[src/rtl/prot_seq_pkg.sv]
package prot_seq_pkg;
  typedef enum logic [1:0] {
    HC_IDLE = 2'd0,
    HC_OFF  = 2'd1,
    HC_ON   = 2'd2
  } hc_state_e;
endpackage

[src/rtl/prot_thermal.sv]
module prot_thermal (
  input  logic clk_i,
  input  logic rst_ni,
  input  logic active_i,
  input  logic hot_i,
  input  logic cool_i,
  output logic otf_o
);
  always_ff @(posedge clk_i or negedge rst_ni) begin
    if (!rst_ni)        otf_o <= 1'b0;
    else if (!active_i) otf_o <= 1'b0;
    else if (hot_i)     otf_o <= 1'b1;
    else if (cool_i)    otf_o <= 1'b0;
  end


  hyst_hold_chk: assert property (@(posedge clk_i) disable iff (!rst_ni)
    (active_i && otf_o && !cool_i) |=> otf_o);
endmodule

[src/rtl/prot_hiccup.sv]
module prot_hiccup
  import prot_seq_pkg::*;
#(
  parameter int T_OFF_TICKS = 900
) (
  input  logic clk_i,
  input  logic rst_ni,
  input  logic active_i,
  input  logic hold_i,
  input  logic tick_i,
  input  logic pcl_i,
  input  logic ovl_i,
  output logic cut_o,
  output logic olf_o
);
  localparam int T_ON_TICKS = (T_OFF_TICKS / 10 > 0) ? T_OFF_TICKS / 10 : 1;
  localparam int CW = $clog2(T_OFF_TICKS + 1);
  localparam logic [CW-1:0] OFF_LAST = CW'(T_OFF_TICKS - 1);
  localparam logic [CW-1:0] ON_LAST  = CW'(T_ON_TICKS - 1);

  hc_state_e     state_q;
  logic [CW-1:0] cnt_q;
  logic          seen_q;

  always_ff @(posedge clk_i or negedge rst_ni) begin
    if (!rst_ni) begin
      state_q <= HC_IDLE;
      cnt_q   <= '0;
      seen_q  <= 1'b0;
      olf_o   <= 1'b0;
    end else if (!active_i) begin
      state_q <= HC_IDLE;
      cnt_q   <= '0;
      seen_q  <= 1'b0;
      olf_o   <= 1'b0;
    end else if (hold_i) begin
      // frozen during thermal shutdown
    end else if (pcl_i) begin
      state_q <= HC_IDLE;
      cnt_q   <= '0;
      seen_q  <= 1'b0;
      olf_o   <= ovl_i;
    end else begin
      unique case (state_q)
        HC_IDLE: begin
          if (ovl_i) begin
            state_q <= HC_OFF;
            cnt_q   <= '0;
            olf_o   <= 1'b1;
          end else begin
            olf_o   <= 1'b0;
          end
        end
        HC_OFF: begin
          if (tick_i) begin
            if (cnt_q == OFF_LAST) begin
              state_q <= HC_ON;
              cnt_q   <= '0;
              seen_q  <= 1'b0;
            end else begin
              cnt_q   <= cnt_q + 1'b1;
            end
          end
        end
        HC_ON: begin
          if (ovl_i) seen_q <= 1'b1;
          if (tick_i) begin
            if (cnt_q == ON_LAST) begin
              cnt_q <= '0;
              if (seen_q || ovl_i) begin
                state_q <= HC_OFF;
              end else begin
                state_q <= HC_IDLE;
                olf_o   <= 1'b0;
              end
            end else begin
              cnt_q <= cnt_q + 1'b1;
            end
          end
        end
        default: state_q <= HC_IDLE;
      endcase
    end
  end

  assign cut_o = (state_q == HC_OFF);


  trip_off_chk: assert property (@(posedge clk_i) disable iff (!rst_ni)
    (active_i && !hold_i && !pcl_i && ovl_i && state_q == HC_IDLE) |=> (cut_o && olf_o));


  hold_freeze_chk: assert property (@(posedge clk_i) disable iff (!rst_ni)
    (active_i && hold_i) |=> ($stable(cnt_q) && $stable(olf_o)));


  tick_gate_chk: assert property (@(posedge clk_i) disable iff (!rst_ni)
    (active_i && !hold_i && !pcl_i && !tick_i && state_q == HC_OFF) |=> (cut_o && $stable(cnt_q)));
endmodule

[src/rtl/prot_seq.sv]
module prot_seq #(
  parameter int T_OFF_TICKS = 900
) (
  input  logic clk_i,
  input  logic rst_ni,
  input  logic tick_i,
  input  logic en_i,
  input  logic uvlo_i,
  input  logic pcl_i,
  input  logic ovl_i,
  input  logic hot_i,
  input  logic cool_i,
  output logic out_en_o,
  output logic lt_close_o,
  output logic olf_o,
  output logic otf_o
);
  logic active, cut, hold;

  assign active = en_i & ~uvlo_i;
  assign hold   = otf_o | hot_i;

  prot_thermal u_thermal (
    .clk_i    (clk_i),
    .rst_ni   (rst_ni),
    .active_i (active),
    .hot_i    (hot_i),
    .cool_i   (cool_i),
    .otf_o    (otf_o)
  );

  prot_hiccup #(.T_OFF_TICKS(T_OFF_TICKS)) u_hiccup (
    .clk_i    (clk_i),
    .rst_ni   (rst_ni),
    .active_i (active),
    .hold_i   (hold),
    .tick_i   (tick_i),
    .pcl_i    (pcl_i),
    .ovl_i    (ovl_i),
    .cut_o    (cut),
    .olf_o    (olf_o)
  );

  assign out_en_o   = active & ~otf_o & ~cut;
  assign lt_close_o = ~en_i & ~uvlo_i;


  therm_trip_chk: assert property (@(posedge clk_i) disable iff (!rst_ni)
    (en_i && !uvlo_i && hot_i) |=> (otf_o && !out_en_o));


  inactive_clear_chk: assert property (@(posedge clk_i) disable iff (!rst_ni)
    (!en_i || uvlo_i) |=> (!olf_o && !otf_o));
endmodule

[config.mk]
export PLATFORM = sky130hd
export DESIGN_NAME = prot_seq
export DESIGN_NICKNAME = d
export VERILOG_FILES = /design/src/rtl/prot_seq_pkg.sv /design/src/rtl/prot_thermal.sv /design/src/rtl/prot_hiccup.sv /design/src/rtl/prot_seq.sv
export SDC_FILE = /design/constraint.sdc
export NUM_CORES = 1
export LEC_CHECK = 0
export BUFFER_PORTS_ARGS = -buffer_cell sky130_fd_sc_hd__buf_2
export CORE_UTILIZATION = 30
export CTS_CLUSTER_SIZE = 40
export DETAILED_ROUTE_END_ITERATION = 16
export GPL_TIMING_DRIVEN = 0
export SYNTH_ARGS = -nofsm -noshare
export SYNTH_HDL_FRONTEND = slang
export SYNTH_SLANG_ARGS = --single-unit
[constraint.sdc]
create_clock -name clk_i -period 2.7 [get_ports clk_i]
set_input_delay 0.54 -clock clk_i [delete_from_list [all_inputs] [get_ports clk_i]]
set_output_delay 0.54 -clock clk_i [all_outputs]
set_load 0.02 [all_outputs]
## Word level (Yosys, flattened, before mapping)

Index checks and enable logic that the tools add are counted.

| word-level totals | value |
|---|---|
| input bits | 9 |
| latch bits | 0 |
| bits in writable memories | 0 |
| memories kept | 0 |
| logic and storage cells | 74 |
| memory bits (read-only) | 0 |
| register bits after elaboration | 15 |

| cells by class | value |
|---|---|
| bitwise operators | 9 |
| $mul | 0 |
| div/mod/pow operators | 0 |
| multiplexer cells | 37 |
| add/sub/neg operators | 1 |
| equal/unequal tests | 16 |
| reduce and logical (&&, ||, !) cells | 6 |
| shifts and indexed selects | 0 |
| order comparisons | 0 |

Operators by type and width:

| operator | count |
|---|---|
| two-way mux 10 bit | 8 |
| case mux 10 bit (3 select lines) | 1 |
| inequality test 4 bit (second input constant) | 5 |
| two-way mux 1 bit | 17 |
| two-way mux 2 bit | 8 |
| AND reduction 5 bit | 3 |
| adder 10 x 1 -> 10 bit (second input constant) | 1 |
| == test 10 bit (second input constant) | 1 |
| == test 10 x 7 -> 1 bit (second input constant) | 1 |
| inequality test 4 x 2 -> 1 bit (second input constant) | 2 |
| inequality test 4 x 3 -> 1 bit (second input constant) | 2 |
| case mux 2 bit (3 select lines) | 1 |
| AND reduction 6 bit | 1 |
| inequality test 5 x 2 -> 1 bit (second input constant) | 1 |
| bitwise AND 1 bit | 4 |
| inverter 1 bit | 4 |
| case mux 1 bit (2 select lines) | 2 |
| inequality test 3 bit (second input constant) | 1 |
| == test 2 x 1 -> 1 bit (second input constant) | 1 |
| == test 2 bit (second input constant) | 1 |
| logical NOT 2 bit | 1 |
| inequality test 2 bit (second input constant) | 1 |
| logical OR 1 bit | 1 |
| OR 1 bit | 1 |

## Longest topological paths before layout

Gate-level depths: netlist of the first run.

| logic depth | value |
|---|---|
| depth after elaboration | 8 |
| gate-level depth with buffers | 8 |
| mapped depth without buffers | 7 |

## Modules after synthesis

From an unflattened synthesis of the first run, not the netlist that was laid out.

| second synthesis, totals | value |
|---|---|
| cell total of the unflattened synthesis | 116 |
| area, all modules | 1,077.3 sq um |

By module, submodules not included:

| module | cells an instance | times used | area an instance (sq um) |
|---|---|---|---|
| prot_hiccup | 109 | 1 | 999.7 |
| prot_thermal | 3 | 1 | 46.3 |
| prot_seq | 4 | 1 | 31.3 |

## Worst setup path before layout of the first run

Ideal clock, no wire load.

| path | value |
|---|---|
| kind | reg2reg |
| from | register u_hiccup.state_q[0] |
| to | register u_hiccup.cnt_q[7] |
| stages on the path, launching flop included | 9 |
| setup time | 0.126 ns |
| required time | 2.574 ns |
| arrival | 2.014 ns |
| path slack | 0.560 ns |
| cell sequence | dfrtp_1 > inv_1 > ha_1 > mux2_2 > o221ai_1 > and2_2 > buf_1 > nor2_1 > a221o_1 |

| on the way | value |
|---|---|
| cells in the longest elaborated chain, start to end | 5 |

Ends and longest elaborated chain:

| what | line | text |
|---|---|---|
| start: declaration | prot_hiccup.sv:21 | `hc_state_e state_q;` |
| start signal: assignment | prot_hiccup.sv:27 | `state_q <= HC_IDLE;` |
| start signal: assignment | prot_hiccup.sv:32 | `state_q <= HC_IDLE;` |
| start signal: assignment | prot_hiccup.sv:39 | `state_q <= HC_IDLE;` |
| == test 2 bit (tied with other cells) | prot_hiccup.sv:44 | `unique case (state_q)` |
| case mux 10 bit (3 select lines) | prot_hiccup.sv:44 |  |
| two-way mux 10 bit | prot_hiccup.sv:38 | `end else if (pcl_i) begin` |
| two-way mux 10 bit | prot_hiccup.sv:36 | `end else if (hold_i) begin` |
| two-way mux 10 bit | prot_hiccup.sv:31 | `end else if (!active_i) begin` |
| end signal: assignment | prot_hiccup.sv:61 | `cnt_q <= cnt_q + 1'b1;` |
| end signal: assignment | prot_hiccup.sv:77 | `cnt_q <= cnt_q + 1'b1;` |
| end: declaration | prot_hiccup.sv:22 | `logic [CW-1:0] cnt_q;` |

Several ways; a longest one is shown, not always the timed one. The select of a mux whose other input is x is not followed.
A chain may end at the register's enable or synchronous reset.

## Worst setup path in the final report of the first run

Same ends and word-level chain as after synthesis.

==> flow_summary.yaml, run 1 <==
run_status:
  status: "complete, no violations"
setup_path:
  start_kind: "register"
  critPathRequiredTime_ns: 2.89
  crit_start: "u_hiccup.state_q[0]"
  cp-end-kind: "register"
  critPathCapture: "u_hiccup.cnt_q[7]"
  crit_arrival_ns: 2.43
  timing.rr.start: "u_hiccup.state_q[0]"
  cp_max_fo: 8
  r2r-end: "u_hiccup.cnt_q[7]"
  r2r_slack_ns: 0.46
  crit_type: "reg2reg"
  r2r_cells: 7
synth:
  synth_common_cells: "dfrtp_1, nor2_1, o21ai_0, nand2_1"
  ys_top_cells_by_area: "dfrtp_1, ha_1, a22o_1"
  synth_fp_nets: 139
  yosysSeqAreaShare_pct: 34.13
  synth.cell_area_um2: 1100
  synth.distinct_cells: 43
  synth_top_area_cell: "dfrtp_1"
  syn_area_per_cell_um2: 8.942
  synth-seq-cells: 15
  synth_edf_count: 0
  ys_warn_count: 0
  yosysTopAreaCellShare_pct: 34.13
  synthCells: 123
  async_flop_share_pct: 100.0
  ys.flop_type: "dfrtp_1"
routing:
  antenna_left: 0
  drc: 0
  vias: 972
  drt_wl_total_um: 2508
  vias_per_cell: 5.283
  wl_per_cell_um: 13.63
  drt-initial-drc-count: 56
  first_pass_iters: 4
timing:
  post-route-min-period_ns: 2.240
  holdWs_ns: 0.1466
  fmax_ghz: 0.4463
  tightest_slew_ns: 0.5158
  setup-tns-final_ns: 0
  hold_viol: 0
  grt_setup_unrepaired: "false"
  fin_worst_skew_ns: 0.0003655
  min_period_over_period_pct: 82.98
  slew_headroom_pct: 65.48
  drv_slew: 0
  setup_violations: 0
layout:
  syn_to_final_growth_pct: 12.74
  n_antenna_cell: 0
  n_fill_cell: 356
  seq_area_um2: 375.4
  drive_gt1_share_pct: 21.74
  fin_cells: 184
  nNetsFinal: 155
  multi_input_area_um2: 666.9
pwr:
  ir_drop_v: 0.0001842
  p_sw_share_pct: 27.93
  combPwrFrac_pct: 13.2
  clkPwrFrac_pct: 32.9
  p_leak_nw: 0.5754
  p_total_w: 0.0004231
  p_int_w: 0.0003050
  switching_power_w: 0.0001182
  power_density_nw_per_um2: 341.3
  seq_power_share_pct: 54.0
floorplan:
  die_height_um: 62.55
  io_pins: 13
  core_um2: 3416
  die_area_um2: 3912
  die_w_um: 62.55
  start_util_pct: 32.20
  rows: 21
cts:
  clkSinkCount: 15
  hold_buffers: 0
  cts_root_buf: "clkbuf_4"
  numCtsBuffers: 3
  cts_tree: "done"
  cts_repair_resize_count: 0
  cts_max_path_buffers: 2
  clk_latency_ns: 0.29
  clk_pin_slew_ns: 0.10
  post_cts_buffers: 0
  htree_levels: 1
placed_design:
  place.detailed.hpwl_um: 1826
  place.gp.congestion: 0.8868
  numPortBuffers: 12
  dp.cells: 181
global_routing:
  grt_antenna_before_repair: 0
  grt_pass1_vias: 928
  grt_max_degree: 16
  grt_pass1_wl_um: 4236
  grt_usage_pct: 13.42
  gr-total-overflow: 0
min_path:
  min-delay-path-class: "in2async"
flow_run:
  drv_cap: 0
==> layout make-up <==
cell class | instances | share of cell area (%)
buffer | 3 | 2.220
sequential | 15 | 30.27
timing repair buffer | 12 | 4.844
clock buffer | 4 | 2.119
multi-input combinational | 97 | 53.78
tap | 46 | 4.642
inverter | 7 | 2.119
==> how the worst min path moves through the flow <==
stage,slack [ns],to
after global routing,0.16,u_thermal.otf_o
after global placement,0.47,u_thermal.otf_o
final,0.15,u_thermal.otf_o
after floorplan,0.24,u_hiccup.cnt_q[0]
after detailed placement,0.48,u_thermal.otf_o
after CTS,0.15,u_thermal.otf_o
==> power groups by stage <==
stage / registers, W / clock network, W / logic [W]
floorplan: 0.000234 / 0 / 0.0000307
global placement: 0.000233 / 0 / 0.0000549
detailed placement: 0.000233 / 0 / 0.0000560
CTS: 0.000228 / 0.000147 / 0.0000565
global route: 0.000229 / 0.000154 / 0.0000626
finish: 0.000228 / 0.000139 / 0.0000557
==> layer usage <==
| layer | GRT usage [%] | wire, um | share of wire, % |
|---|---|---|---|
| met1 | 17.63 | 1245 | 50 |
| met2 | 22.15 | 1136 | 45 |
| met3 | 3.467 | 103 | 4.1 |
| met4 | 2.616 | 22 | 0.88 |
| met5 | 0 | 0 | 0 |
==> per-stage QoR <==
step,cell area [um^2],utilization (%),worst slack (ns)
after floorplan,1100,-,0.5598
after global placement,1217,35.64,0.2457
after detailed placement,1217,35.64,0.1815
after CTS,1244,36.41,0.1658
after global routing,1240,36.30,0.2926
final,1240,36.30,0.4596
==> cell usage in the layout (no fill, tap or decap), types with 2 or more instances in the layout <==
master / synthesis / final
nor2_1: 15 / 15
dfrtp_1: 15 / 15
buf_2: 0 / 12
o21ai_0: 10 / 10
nand2_1: 9 / 9
inv_1: 7 / 7
a22o_1: 7 / 7
ha_1: 7 / 7
nor3_1: 4 / 4
nor2b_1: 4 / 4
nand3_1: 3 / 3
clkbuf_4: 0 / 3
nand2b_1: 2 / 2
mux2_2: 2 / 2
or2_2: 2 / 2
nor3b_1: 2 / 2
buf_6: 2 / 2
nand4_1: 2 / 2
nor4_1: 2 / 2
a211o_1: 2 / 2
a21oi_1: 2 / 2
==> cells by family after synthesis <==
family,Yosys count,synth area share (%)
buffers and inverters,11,5.233
flip-flops,15,34.13
multiplexers,2,2.048
AO/OA/AOI/OAI,34,23.78
adder cells (fa/ha/maj),7,7.963
AND/OR/NAND/NOR,54,26.85
==> registers in the layout, summed over array words and instances, names as in the netlist <==
name and cells:
u_thermal.otf_o 1, u_hiccup.olf_o 1, u_hiccup.cnt_q 10, u_hiccup.seen_q 1, u_hiccup.state_q 2
==> worst max-delay path, stage by stage, from the launching register on <==
cell and delay, ns:
dfrtp_1 0.43, inv_1 0.08, ha_1 0.35, mux2_2 0.27, o221ai_1 0.22, and2_2 0.29
nor2_1 0.17, a221o_1 0.32
No activity file was read; power rests on OpenSTA's default activity.
==> run 2: changes to the inputs <==
Clock period 2.7 ns to 2.1 ns, I/O delays scaled along.
==> run 2 against run 1 <==
Critical path depth did not move. Worst setup slack got worse by 0.38 ns. Power increased by 29%. Clock skew grew 0.0097 ns. Worst hold slack worse by 0.12 ns. Critical endpoint is now u_hiccup.cnt_q[4].
==> flow_summary.yaml, run 2 (synthesized netlist as in run 1, its figures left out) <==
setup_path:
  start_kind: "register"
  crit_type: "reg2reg"
  crit_family: "compound AO/OA/AOI/OAI gates"
  cp_max_fo: 10
  r2r_cells: 7
  slowest_delay_ns: 0.39
  r2r-end: "u_hiccup.cnt_q[4]"
  path_cells: "buf_6, or3b_4, o31ai_4, a2bb2oi_2, buf_6, nor4_1, a211o_1"
  critPathRequiredTime_ns: 2.28
  cpMostUsedCell: "buf_6"
  crit_arrival_ns: 2.19
  timing.rr.start: "u_hiccup.cnt_q[4]"
  r2r_slack_ns: 0.08
  slowest_stage: "or3b_4"
  cp-end-kind: "register"
  worst-path-buf-inv: 2
timing:
  setup-tns-final_ns: 0
  post-route-min-period_ns: 2.016
  setup_violations: 0
  min_period_over_period_pct: 95.99
  fin_worst_skew_ns: 0.01011
  hold_viol: 0
  grt_setup_unrepaired: "false"
  drv_slew: 0
  tightest_slew_ns: 0.3647
  worst_slack_ns: 0.08431
  slew_headroom_pct: 75.69
  fmax_ghz: 0.4961
placed_design:
  numPortBuffers: 12
  place.gp.congestion: 0.8924
  place.detailed.hpwl_um: 1861
  dp.cells: 181
  pre_cts_ws_ns: -0.1996
layout:
  multi_input_area_um2: 689.4
  layout_common_cells: "dfrtp_1, nor2_1, buf_2"
  largest_reg_flops: 10
  drive_gt1_share_pct: 26.76
  fin_cells: 188
  regMostFlops: "u_hiccup.cnt_q"
  top_regs: "u_hiccup.cnt_q x10, u_hiccup.state_q x2"
  seq_area_um2: 375.4
  nNetsFinal: 159
  syn_to_final_growth_pct: 17.52
  final_common_cell: "dfrtp_1"
  n_fill_cell: 365
  n_antenna_cell: 0
pwr:
  power_density_nw_per_um2: 422.3
  p_leak_nw: 0.5999
  ir_drop_v: 0.0002597
  p_total_w: 0.0005458
global_routing:
  grt_pass1_wl_um: 4250
  gr-total-overflow: 0
  grt_max_degree: 16
  grtUsageMet3_pct: 3.650
  use_met1_pct: 16.40
  grt_antenna_before_repair: 0
  grt_usage_pct: 13.51
  top_usage_layer: "met2"
  grt_pass1_vias: 954
  globalRouteMet2Util_pct: 23.51
run_status:
  status: "complete, no violations"
cts:
  cts_root_buf: "clkbuf_4"
  hold_buffers: 0
  cts_tree: "done"
  cts_max_path_buffers: 2
  htree_levels: 1
  clk_pin_slew_ns: 0.10
  numCtsBuffers: 3
  clk_latency_ns: 0.29
  clkSinkCount: 15
flow_run:
  drv_cap: 0
floorplan:
  io_pins: 13
  core_um2: 3416
  die_area_um2: 3912
  rows: 21
  start_util_pct: 32.20
  die_height_um: 62.55
  die_w_um: 62.55
routing:
  drt-initial-drc-count: 43
  vias: 983
  first_pass_iters: 4
  drc: 0
  drt_wl_total_um: 2564
  antenna_left: 0
  vias_per_cell: 5.229
  wl_per_cell_um: 13.64
min_path:
  min-delay-path-class: "in2async"
==> run 2: what timing repair did <==
item | in CTS | in global routing
gates resized for setup | 1 | 4
endpoints found under the setup margin | 10 | 12
setup buffers | 3 | 1
pin swaps | 0 | 2
==> run 2: where the power goes <==
part	switching, W	total [W]	leakage, nW	internal, W
sequential	0.00000170	0.000293	0.208	0.000291
clock	0.0000986	0.000172	0.0150	0.0000738
combinational	0.0000485	0.0000804	0.377	0.0000319
total	0.000149	0.000546	0.600	0.000397
==> run 2: worst max-delay path by stage <==
stage / from / endpoint / slack, ns / depth (start not counted)
after floorplan: u_hiccup.state_q[0] / u_hiccup.cnt_q[7] / 0.07 / 8
after global placement: u_hiccup.state_q[0] / u_hiccup.cnt_q[7] / -0.17 / 8
after detailed placement: u_hiccup.state_q[0] / u_hiccup.cnt_q[7] / -0.20 / 8
after CTS: u_hiccup.state_q[1] / u_hiccup.cnt_q[7] / 0.01 / 7
after global routing: u_hiccup.state_q[0] / u_hiccup.cnt_q[7] / 0.004 / 7
final: u_hiccup.cnt_q[4] / u_hiccup.cnt_q[4] / 0.08 / 7
==> run 2: worst reg2reg max path, delay by kind of cell (launching register included) <==
| kind | cells | cell delay, ns |
|---|---|---|
| and+or+nand+nor | 2 | 0.45 |
| DFF | 1 | 0.38 |
| AOI/OAI and AO/OA | 3 | 0.79 |
| buffers and inverters | 2 | 0.30 |
==> run 2: routing by layer <==
metal | part of all wire, % | vias to the layer above
met1 | 47 | 472
met3 | 4.1 | 4
met4 | 0.94 | 0
li1 | - | 488
met5 | 0 | -
met2 | 48 | 19
==> run 2: layout make-up <==
cell class,count,area share [%]
Inverter,7,2.033
Timing Repair Buffer,16,6.970
Clock buffer,4,2.033
Tap cell,46,4.453
Buffer,3,2.130
Sequential cell,15,29.04
Multi-Input combinational cell,97,53.34
==> run 2: per-stage QoR <==
| step | utilization, % | cell area [um^2] | hold WS, ns |
|---|---|---|---|
| finish | 37.84 | 1292 | 0.02355 |
| global route | 37.84 | 1292 | 0.05175 |
| CTS | 37.03 | 1265 | 0.03432 |
| detailed placement | 35.68 | 1219 | 0.3577 |
| global placement | 35.68 | 1219 | 0.3524 |
| floorplan | - | 1101 | 0.1244 |
